--- src/rtl/rxf_pkg.sv ---
package rxf_pkg;

    // Controller states of the receive bit buffer
    typedef enum logic [1:0] {
        ST_OFF    = 2'd0,
        ST_RUN    = 2'd1,
        ST_DIRECT = 2'd2
    } rxf_state_e;

endpackage

--- src/rtl/rxf_sync.sv ---
// Multi-stage synchronizer for one asynchronous host line.
module rxf_sync #(
    parameter int   STAGES  = 2,
    parameter logic RST_VAL = 1'b0
) (
    input  logic clk,
    input  logic rst_n,
    input  logic async_in,
    output logic sync_out
);

    logic [STAGES-1:0] chain_q;

    generate
        for (genvar g = 0; g < STAGES; g++) begin : g_stage
            if (g == 0) begin : g_first
                always_ff @(posedge clk or negedge rst_n) begin
                    if (!rst_n) chain_q[g] <= RST_VAL;
                    else        chain_q[g] <= async_in;
                end
            end else begin : g_rest
                always_ff @(posedge clk or negedge rst_n) begin
                    if (!rst_n) chain_q[g] <= RST_VAL;
                    else        chain_q[g] <= chain_q[g-1];
                end
            end
        end
    endgenerate

    assign sync_out = chain_q[STAGES-1];

endmodule

--- src/rtl/rxf_bitstore.sv ---
// Circular bit store with occupancy count.
module rxf_bitstore #(
    parameter int DEPTH = 16,
    parameter int CW    = $clog2(DEPTH + 1)
) (
    input  logic          clk,
    input  logic          rst_n,
    input  logic          clear,
    input  logic          push,
    input  logic          din,
    input  logic          pop,
    output logic          head,
    output logic [CW-1:0] count,
    output logic          full,
    output logic          empty,
    output logic          drop
);

    localparam int AW = (DEPTH > 1) ? $clog2(DEPTH) : 1;
    localparam logic [AW-1:0] LAST = AW'(DEPTH - 1);

    logic [DEPTH-1:0] mem_q;
    logic [AW-1:0]    wp_q, rp_q;
    logic [CW-1:0]    cnt_q;
    logic             wr_ok, rd_ok;

    function automatic logic [AW-1:0] ptr_next(input logic [AW-1:0] p);
        return (p == LAST) ? '0 : p + AW'(1);
    endfunction

    assign full  = (cnt_q == CW'(DEPTH));
    assign empty = (cnt_q == '0);
    assign rd_ok = pop & ~empty;
    assign wr_ok = push & (~full | rd_ok);
    assign drop  = push & full & ~rd_ok;
    assign head  = mem_q[rp_q];
    assign count = cnt_q;

    always_ff @(posedge clk or negedge rst_n) begin
        if (!rst_n) begin
            mem_q <= '0;
        end else if (wr_ok && !clear) begin
            mem_q[wp_q] <= din;
        end
    end

    always_ff @(posedge clk or negedge rst_n) begin
        if (!rst_n) begin
            wp_q  <= '0;
            rp_q  <= '0;
            cnt_q <= '0;
        end else if (clear) begin
            wp_q  <= '0;
            rp_q  <= '0;
            cnt_q <= '0;
        end else begin
            if (wr_ok) wp_q <= ptr_next(wp_q);
            if (rd_ok) rp_q <= ptr_next(rp_q);
            unique case ({wr_ok, rd_ok})
                2'b10:   cnt_q <= cnt_q + CW'(1);
                2'b01:   cnt_q <= cnt_q - CW'(1);
                default: cnt_q <= cnt_q;
            endcase
        end
    end

    // occupancy never passes the depth
    p_count_bound_r7: assert property (@(posedge clk) disable iff (!rst_n)
        count <= CW'(DEPTH));

    // a push into a full store without a read leaves it full
    p_full_drop_r7: assert property (@(posedge clk) disable iff (!rst_n)
        (full && push && !pop && !clear) |=> full);

    // simultaneous store and read keep the count
    p_pushpop_r9: assert property (@(posedge clk) disable iff (!rst_n)
        (push && pop && !empty && !clear) |=> $stable(count));

    // a lone read removes exactly one bit
    p_pop_step_r4: assert property (@(posedge clk) disable iff (!rst_n)
        (pop && !push && !empty && !clear) |=> (count == $past(count) - CW'(1)));

    // clearing empties the store
    p_clear_r1: assert property (@(posedge clk) disable iff (!rst_n)
        clear |=> empty);

endmodule

--- src/rtl/rxf_ctrl.sv ---
// Controller: mode state machine, read paths, interrupt and status.
module rxf_ctrl
    import rxf_pkg::*;
#(
    parameter int CW          = 5,
    parameter int LW          = 4,
    parameter int SYNC_STAGES = 2
) (
    input  logic          clk,
    input  logic          rst_n,
    input  logic          fifo_en,
    input  logic [LW-1:0] level,
    input  logic          rx_strobe,
    input  logic          host_sel_n,
    input  logic          host_sck,
    input  logic          cmd_pop,
    input  logic          stat_rd,
    input  logic [CW-1:0] count,
    input  logic          head,
    input  logic          drop,
    output logic          clear,
    output logic          push,
    output logic          pop,
    output logic          sdo,
    output logic          int_o,
    output logic          cmd_bit,
    output logic          stat_over,
    output logic          stat_thr_chg
);

    rxf_state_e state_q, state_d;
    logic       sel_s, sck_s, sck_prev_q, sck_fell;
    logic       int_prev_q, over_q, thr_q, cmd_bit_q;
    logic       store_empty, cmd_take;
    logic [LW-1:0] lvl_eff;

    rxf_sync #(.STAGES(SYNC_STAGES), .RST_VAL(1'b1)) u_sel_sync (
        .clk(clk), .rst_n(rst_n), .async_in(host_sel_n), .sync_out(sel_s));

    rxf_sync #(.STAGES(SYNC_STAGES), .RST_VAL(1'b0)) u_sck_sync (
        .clk(clk), .rst_n(rst_n), .async_in(host_sck), .sync_out(sck_s));

    always_ff @(posedge clk or negedge rst_n) begin
        if (!rst_n) sck_prev_q <= 1'b0;
        else        sck_prev_q <= sck_s;
    end
    assign sck_fell = sck_prev_q & ~sck_s;

    // Next-state logic
    always_comb begin
        state_d = state_q;
        unique case (state_q)
            ST_OFF:    if (fifo_en) state_d = ST_RUN;
            ST_RUN: begin
                if (!fifo_en)    state_d = ST_OFF;
                else if (!sel_s) state_d = ST_DIRECT;
            end
            ST_DIRECT: begin
                if (!fifo_en)   state_d = ST_OFF;
                else if (sel_s) state_d = ST_RUN;
            end
            default:   state_d = ST_OFF;
        endcase
    end

    // State register
    always_ff @(posedge clk or negedge rst_n) begin
        if (!rst_n) state_q <= ST_OFF;
        else        state_q <= state_d;
    end

    // Outputs derived from the state
    always_comb begin
        store_empty = (count == '0);
        lvl_eff     = (level == '0) ? LW'(1) : level;
        clear       = 1'b0;
        push        = 1'b0;
        pop         = 1'b0;
        cmd_take    = 1'b0;
        sdo         = 1'b0;
        int_o       = 1'b0;
        unique case (state_q)
            ST_OFF: begin
                clear = 1'b1;
            end
            ST_RUN: begin
                push     = rx_strobe;
                cmd_take = cmd_pop & ~store_empty;
                pop      = cmd_take;
                int_o    = (count >= CW'(lvl_eff));
            end
            ST_DIRECT: begin
                push  = rx_strobe;
                pop   = sck_fell & ~store_empty;
                sdo   = head;
                int_o = (count >= CW'(lvl_eff));
            end
            default: clear = 1'b1;
        endcase
    end

    // Status and command-read registers
    always_ff @(posedge clk or negedge rst_n) begin
        if (!rst_n) begin
            int_prev_q <= 1'b0;
            over_q     <= 1'b0;
            thr_q      <= 1'b0;
            cmd_bit_q  <= 1'b0;
        end else begin
            int_prev_q <= int_o;
            if (cmd_take) cmd_bit_q <= head;
            if (stat_rd) begin
                over_q <= 1'b0;
                thr_q  <= 1'b0;
            end
            if (drop)                over_q <= 1'b1;
            if (int_o != int_prev_q) thr_q  <= 1'b1;
        end
    end

    assign cmd_bit      = cmd_bit_q;
    assign stat_over    = over_q;
    assign stat_thr_chg = thr_q;

    // the change flag holds until a status read
    p_thr_sticky_r8: assert property (@(posedge clk) disable iff (!rst_n)
        (thr_q && !stat_rd) |=> thr_q);

    // nothing leaves the store while the select line is high
    p_no_pop_desel_r5: assert property (@(posedge clk) disable iff (!rst_n)
        (state_q == ST_RUN && !cmd_pop) |-> !pop);

    // the disabled state empties the store by the next edge
    p_off_clear_r1: assert property (@(posedge clk) disable iff (!rst_n)
        (state_q == ST_OFF) |=> (count == '0));

    // disabled state never stores a bit
    p_off_nopush_r2: assert property (@(posedge clk) disable iff (!rst_n)
        (state_q == ST_OFF) |-> !push);

endmodule

--- src/rtl/rxbit_fifo.sv ---
// Bit-serial receive FIFO with level interrupt and pin-function mux.
module rxbit_fifo
    import rxf_pkg::*;
#(
    parameter int DEPTH       = 16,
    parameter int LVL_W       = 4,
    parameter int SYNC_STAGES = 2,
    localparam int CW         = $clog2(DEPTH + 1)
) (
    input  logic             clk,
    input  logic             rst_n,
    input  logic             fifo_en,
    input  logic [LVL_W-1:0] int_level,
    input  logic             rx_bit,
    input  logic             rx_strobe,
    input  logic             rx_dclk,
    input  logic             host_sel_n,
    input  logic             host_sck,
    input  logic             cmd_pop,
    input  logic             stat_rd,
    output logic             sdo,
    output logic             fifo_int,
    output logic             cmd_bit,
    output logic [CW-1:0]    bit_count,
    output logic             stat_over,
    output logic             stat_thr_chg,
    output logic             stat_empty,
    output logic             stat_full,
    output logic             pin_data,
    output logic             pin_clk
);

    logic clear, push, pop, head, drop;

    rxf_bitstore #(.DEPTH(DEPTH), .CW(CW)) u_store (
        .clk   (clk),
        .rst_n (rst_n),
        .clear (clear),
        .push  (push),
        .din   (rx_bit),
        .pop   (pop),
        .head  (head),
        .count (bit_count),
        .full  (stat_full),
        .empty (stat_empty),
        .drop  (drop)
    );

    rxf_ctrl #(.CW(CW), .LW(LVL_W), .SYNC_STAGES(SYNC_STAGES)) u_ctrl (
        .clk          (clk),
        .rst_n        (rst_n),
        .fifo_en      (fifo_en),
        .level        (int_level),
        .rx_strobe    (rx_strobe),
        .host_sel_n   (host_sel_n),
        .host_sck     (host_sck),
        .cmd_pop      (cmd_pop),
        .stat_rd      (stat_rd),
        .count        (bit_count),
        .head         (head),
        .drop         (drop),
        .clear        (clear),
        .push         (push),
        .pop          (pop),
        .sdo          (sdo),
        .int_o        (fifo_int),
        .cmd_bit      (cmd_bit),
        .stat_over    (stat_over),
        .stat_thr_chg (stat_thr_chg)
    );

    assign pin_data = fifo_en ? sdo      : rx_bit;
    assign pin_clk  = fifo_en ? fifo_int : rx_dclk;

    // the interrupt never signals an empty store
    p_int_nonempty_r3: assert property (@(posedge clk) disable iff (!rst_n)
        fifo_int |-> !stat_empty);

    // overflow only rises after a full store
    p_ovf_cause_r7: assert property (@(posedge clk) disable iff (!rst_n)
        $rose(stat_over) |-> $past(stat_full));

    // empty and full are never both high
    p_flags_excl_r11: assert property (@(posedge clk) disable iff (!rst_n)
        !(stat_empty && stat_full));

endmodule

--- config.mk ---
export PLATFORM = sky130hd
export DESIGN_NAME = rxbit_fifo
export DESIGN_NICKNAME = d
export VERILOG_FILES = /design/src/rtl/rxf_pkg.sv /design/src/rtl/rxf_sync.sv /design/src/rtl/rxf_bitstore.sv /design/src/rtl/rxf_ctrl.sv /design/src/rtl/rxbit_fifo.sv
export SDC_FILE = /design/constraint.sdc
export NUM_CORES = 1
export LEC_CHECK = 0
export ABC_AREA = 1
export BUFFER_PORTS_ARGS = -buffer_cell sky130_fd_sc_hd__buf_4
export CORE_MARGIN = 8
export CORE_UTILIZATION = 44
export CTS_BUF_LIST = sky130_fd_sc_hd__clkbuf_4
export CTS_CLUSTER_DIAMETER = 50
export CTS_CLUSTER_SIZE = 25
export DETAILED_ROUTE_END_ITERATION = 7
export GPL_ROUTABILITY_DRIVEN = 0
export HOLD_SLACK_MARGIN = 0.05
export PLACE_DENSITY = 0.65
export SLEW_MARGIN = 0
export SYNTH_ARGS = -nofsm -noshare
export SYNTH_HDL_FRONTEND = slang
export SYNTH_SLANG_ARGS = --single-unit
--- constraint.sdc ---
create_clock -name clk -period 2.2 [get_ports clk]
set_input_delay 0.11 -clock clk [delete_from_list [all_inputs] [get_ports clk]]
set_output_delay 0.11 -clock clk [all_outputs]
set_load 0.05 [all_outputs]
Word-level counts from Yosys, hierarchy flattened
Cells that the tools add are included.
{"block": "totals", "register_bits": 40, "out_inout_bits": 14}
{"block": "classes", "add_sub_neg": 4, "magnitude_cmp": 4, "eq_ne": 14, "muxes": 30, "n_bitwise": 12, "n_reduce_logical": 9}
{"operator": "$mux 4", "count": 7}
{"operator": "$bwmux 16", "count": 1}
{"operator": "$mux 1", "count": 11}
{"operator": "$lt 4x5->1 const B", "count": 2}
{"operator": "$mux 2", "count": 5}
{"operator": "$pmux 5 s2", "count": 1}
{"operator": "$add 4x1->4 const B", "count": 2}
{"operator": "$eq 4x4->1 const B", "count": 2}
{"operator": "$and 1x1->1", "count": 7}
{"operator": "$ne 3x3->1 const B", "count": 2}
{"operator": "$pmux 2 s3", "count": 1}
{"operator": "$add 5x1->5 const B", "count": 1}
{"operator": "$eq 5x5->1 const B", "count": 1}
{"operator": "$ge 5x4->1", "count": 1}
{"operator": "$logic_not 5->1", "count": 1}
{"operator": "$mux 5", "count": 1}
{"operator": "$sub 5x1->5 const B", "count": 1}
{"operator": "$bmux 1 s4", "count": 1}
{"operator": "$demux 1 s4", "count": 1}
{"operator": "$eq 2x1->1 const B", "count": 2}
{"operator": "$eq 2x2->1 const B", "count": 2}
{"operator": "$ge 4x1->1 const B", "count": 1}
{"operator": "$logic_not 4->1", "count": 1}
{"operator": "$ne 2x1->1 const B", "count": 2}
{"operator": "11 further kinds", "count": 16}

Longest topological paths before layout
{"block": "depth", "word_depth": 10, "mapped_depth": 14}

By module
Synthesis repeated with hierarchy kept, for this count alone.
{"block": "unflattened", "cells_unflattened": 304, "area_unflattened_um2": 2418.6}
{"mod": "rxf_bitstore", "n_inst": 1, "cells_per_inst": 222, "area_per_inst_um2": 1766.7, "seq_area_each_um2": 725.7}
{"mod": "rxf_ctrl", "n_inst": 1, "cells_per_inst": 71, "area_per_inst_um2": 523.0, "seq_area_each_um2": 175.2}
{"mod": "rxf_sync (u_ctrl.u_sel_sync)", "n_inst": 1, "cells_per_inst": 2, "area_per_inst_um2": 52.6, "seq_area_each_um2": 52.6}
{"mod": "rxf_sync (u_ctrl.u_sck_sync)", "n_inst": 1, "cells_per_inst": 2, "area_per_inst_um2": 50.0, "seq_area_each_um2": 50.0}
{"mod": "rxbit_fifo", "n_inst": 1, "cells_per_inst": 7, "area_per_inst_um2": 26.3, "seq_area_each_um2": 0.0}

Worst setup path before layout
Ideal clock, no wire load.
{"block": "synth_path", "path_kind": "reg2out", "from": "reg u_store.cnt_q[0], in the netlist u_store.count[0]", "to": "out pin_clk", "arrival_time_ns": 2.572, "required_time_ns": 2.090, "slack_ns": -0.482, "stages_incl_launch_ff": 9, "path_cell_list": "dfrtp_1 > inv_1 > ha_1 > nand2_1 > inv_1 > nand4_1 > nand4_1 > nand2_1 > o21ai_0"}
{"block": "synth_via", "elab_chain_len": 3}
{"item": "start: declaration", "line": "rxf_bitstore.sv:24", "text": "logic [CW-1:0] cnt_q;"}
{"item": "start signal: assignment", "line": "rxf_bitstore.sv:60", "text": "2'b10: cnt_q <= cnt_q + CW'(1);"}
{"item": "start signal: assignment", "line": "rxf_bitstore.sv:61", "text": "2'b01: cnt_q <= cnt_q - CW'(1);"}
{"item": "start signal: assignment", "line": "rxf_bitstore.sv:62", "text": "default: cnt_q <= cnt_q;"}
{"item": "$ge 5x4->1", "line": "rxf_ctrl.sv:90, rxf_ctrl.sv:96"}
{"item": "$mux 1"}
{"item": "$mux 1", "line": "rxbit_fifo.sv:73", "text": "assign pin_clk = fifo_en ? fifo_int : rx_dclk;"}
{"item": "end: declaration", "line": "rxbit_fifo.sv:30", "text": "output logic pin_clk"}
Every way passes these cells.

Final worst setup path
{"block": "layout_path", "from": "reg u_ctrl.state_q[0]", "to": "reg u_store.cnt_q[4], in the netlist u_store.count[4]"}
{"block": "layout_via", "elab_chain_len": 8, "word_cells_on_any_way": 13}
{"item": "start: declaration", "line": "rxf_ctrl.sv:31", "text": "rxf_state_e state_q, state_d;"}
{"item": "start signal: assignment", "line": "rxf_ctrl.sv:69", "text": "else state_q <= state_d;"}
{"item": "$eq 2x2->1 or $eq 2x1->1 (tied branches)", "line": "rxf_ctrl.sv:82", "text": "unique case (state_q)"}
{"item": "$pmux 1 s2", "line": "rxf_ctrl.sv:82"}
{"item": "$and 1x1->1", "line": "rxf_bitstore.sv:33", "text": "assign rd_ok = pop & ~empty;"}
{"item": "$or 1x1->1", "line": "rxf_bitstore.sv:34", "text": "assign wr_ok = push & (~full | rd_ok);"}
{"item": "$and 1x1->1", "line": "rxf_bitstore.sv:34"}
{"item": "$eq 2x1->1 or $eq 2x2->1 (tied branches)", "line": "rxf_bitstore.sv:59", "text": "unique case ({wr_ok, rd_ok})"}
{"item": "$pmux 5 s2", "line": "rxf_bitstore.sv:59"}
{"item": "$mux 5", "line": "rxf_bitstore.sv:52", "text": "end else if (clear) begin"}
Parallel ways exist; a longest one is shown, timed or not.
A chain may end at the register's enable or synchronous reset.

==> run_results.csv <==
group,metric,value,unit
pwr,p_leak,1.44,nW
detailed_routing,drc_errors,0,
synth,synth.area.mux_share,0,
synth,synth.distinct_cells,37,
cells_and_area,final_common_cell,"nand2_1",
sta,tightest_slew,0.510,ns
global_routing,antenna_found_initial,0,
outcome,violations,"negative setup slack",
critical_path,start_kind,"register",
sta,finalHoldViolations,0,
sta,fin_crit_sh,1.03,
placed_design,hpwl,3990,um
cells_and_area,post-route-util,0.564,
global_routing,grt_use_total,0.136,
detailed_routing,via_per_inst,5.05,
synth,synth-simple-area-share,0.302,
sta,setup_slack,-0.0615,ns
sta,clock_skew,0.00974,ns
synth,synth_fa_ha_area_frac,0.0907,
detailed_routing,antenna_left,0,
detailed_routing,vias,2131,
pwr,peakVddDrop,744,uV
cells_and_area,nNetsFinal,380,
critical_path,path_class,"register to register",
synth,synth_cells,297,
cells_and_area,mostFrequentLayoutCells,"nand2_1 (67), buf_4 (42), inv_1 (36)",
pwr,powerDensity,1200,nW/um^2
sta,setup_violations,1,
clock_network,clkSinkCount,40,
cells_and_area,fillers,509,
clock_network,htreeDepth,2,
floorplanning,io_pins,28,
detailed_routing,drt_iter0_drc,130,
critical_path,worst-path-max-fanout,4,
synth,synth_xor_area_frac,0.00721,
flow_run,drv_cap,0,
cells_and_area,syn2layout_area_growth,25.6,%
outcome,status,"finished with violations",
synth,synth_compound_area_frac,0.109,
sta,slew_viol_final,0,
floorplanning,die_area,8150,um^2
synth,yosys_warnings,0,
synth,synth_top_family_by_area,"simple AND/OR/NAND/NOR gates",
synth,synthesis.nets,328,
floorplanning,die_h,90.3,um
critical_path,crit_required,2.49,ns
placed_design,port_buffers,27,
global_routing,grt_pass1_vias,2014,
critical_path,cp-end-kind,"register",
sta,clock.fmax,442,MHz
sta,slew_headroom,0.660,
global_routing,grt_max_degree,41,
floorplanning,num_rows,27,
cells_and_area,fin_area,3050,um^2
cells_and_area,drive_above_1_share,0.271,
sta,rsz0062_at_grt,"yes",
floorplanning,fp.coreArea,5410,um^2
cells_and_area,antenna_cells,0,
clock_network,clkLatencyLatePin,0.34,ns
floorplanning,initial_utilization,0.449,
global_routing,grt_pass1_wl,9330,um
detailed_routing,firstDrtPassIters,5,
placed_design,dpl-instance-area,2740,um^2
clock_network,clock-root-buffer,"clkbuf_4",
synth,ys_seq_area_frac,0.413,
clock_network,cts_max_path_buffers,2,
synth,syn-cell-area,2430,um^2
floorplanning,die_w,90.3,um
detailed_routing,routedWlPerCell,13.5,um
critical_path,arrival,2.55,ns
sta,layout_min_cycle_time,2.26,ns
synth,ys_ff_latch,40,
synth,yosys.area.top_type,"dfrtp_1",
worst_hold_path,min-delay-path-class,"primary input to register",
synth,yosys.area.top_type_share,0.392,
clock_network,clk_pin_slew,0.13,ns
synth,synth_area_per_cell,8.18,um^2
synth,ys_top_cells_by_area,"dfrtp_1 (39%), nand2_1 (11%), ha_1 (8.2%)",
clock_network,cts_tree,"built",
clock_network,cts_made_buffers,5,
global_routing,globalRoute.totalOverflow,0,
detailed_routing,drt_wl_total,5710,um
-- layout make-up --
class	instances	area, um^2	share of cell area
clock buffers	5	37.5	0.0123
clock inverters	3	42.5	0.0139
inverters	41	154	0.0505
multi-input cells	211	1320	0.432
flip-flops and latches	40	1010	0.332
well taps	72	90.1	0.0295
repair buffers	50	397	0.130
-- power by group --
| part | switching (mW) | internal, mW | leakage [nW] |
|---|---|---|---|
| registers | 0.162 | 0.901 | 0.514 |
| logic | 1.36 | 0.764 | 0.889 |
| clock network | 0.252 | 0.237 | 0.0412 |
-- sequential cells by signal, summed over array words and instances, names as in the netlist --
signal,flops
u_ctrl.cmd_bit,1
u_ctrl.int_prev_q,1
u_ctrl.sck_prev_q,1
u_ctrl.stat_over,1
u_ctrl.stat_thr_chg,1
u_ctrl.state_q,2
u_ctrl.u_sck_sync.chain_q,1
u_ctrl.u_sck_sync.sync_out,1
u_ctrl.u_sel_sync.chain_q,1
u_ctrl.u_sel_sync.sync_out,1
u_store.count,5
u_store.mem_q,16
u_store.rp_q,4
u_store.wp_q,4
-- repair_timing --
item                                    CTS  global route
hold buffers                              7             0
pin swaps                                 0             6
resized for setup                         0            21
setup buffers                             2             9
endpoints found under the setup margin    1             6
hold endpoints to repair                 45             0
-- path summary, 6_finish.rpt --
check	startpoint	to	cells past startpoint	slack (ns)
min in group asynchronous	rst_n	u_store.mem_q[15]$_DFFE_PN0P_	2	0.25
max	u_ctrl.state_q[0]$_DFFE_PN0P_	u_store.count[4]$_DFFE_PN0P_	10	-0.06
min	rx_strobe	u_ctrl.stat_over$_DFFE_PN0P_	3	0.10
min reg2reg	u_ctrl.u_sck_sync.chain_q[0]$_DFF_PN0_	u_ctrl.u_sck_sync.sync_out$_DFF_PN0_	0	0.36
max reg2reg	u_ctrl.state_q[0]$_DFFE_PN0P_	u_store.count[4]$_DFFE_PN0P_	10	-0.06
max in group asynchronous	rst_n	u_store.rp_q[0]$_DFFE_PN0P_	2	1.56
-- worst max-delay path, stage by stage, from the launching register on --
cell and delay [ns]:
dfrtp_1 0.43, inv_2 0.07, ha_2 0.37, nand4_1 0.18, fa_2 0.42, nand3b_1 0.21
nand3_1 0.14, nand2_1 0.09, a21oi_2 0.14, nand3_1 0.08, nand2_1 0.06
-- cell families (layout without fill, tap and decap cells) --
family | Yosys count | count (layout)
flops | 40 | 40
xor+xnor | 2 | 2
simple gates | 146 | 146
fa+ha+maj | 17 | 17
compound gates | 46 | 46
buf+inv | 46 | 99
-- Yosys cell counts, drive strengths merged --
| cell | count |
|---|---|
| nand2 | 73 |
| inv | 41 |
| dfrtp | 38 |
| nand3 | 32 |
| o21ai | 28 |
| nand4 | 20 |
| ha | 16 |
| nor2 | 14 |
| a21oi | 6 |
| buf | 4 |
| or2 | 4 |
| nand3b | 3 |
| a31oi | 2 |
| dfstp | 2 |
| o211ai | 2 |
| o31ai | 2 |
| a21boi | 1 |
| a21o | 1 |
| a22oi | 1 |
| a31o | 1 |
| clkbuf | 1 |
| fa | 1 |
| o21bai | 1 |
| o22ai | 1 |
| xnor2 | 1 |
| xor2 | 1 |
-- metal layers --
metal  share of wire  vias up  track usage
met5               0        -            0
met4           0.013        0       0.0527
met3           0.032        9       0.0258
met2            0.48       36        0.212
met1            0.47      986        0.182
li1                -     1100            -
-- through the flow --
stage	TNS [ns]	std cells	hold WS, ns	setup slack (ns)	power [mW]
4_1_cts	0	413	0.0835	0.00346	3.51
3_3_place_gp	0	396	0.123	0.108	2.96
5_1_grt	-0.215	422	0.0895	-0.189	3.93
6_report	-0.0615	422	0.102	-0.0615	3.67
2_1_floorplan	0	297	-0.186	0.0621	2.44
3_5_place_dp	0	396	0.121	0.0403	2.98
Power figures use the tool's default switching activity.
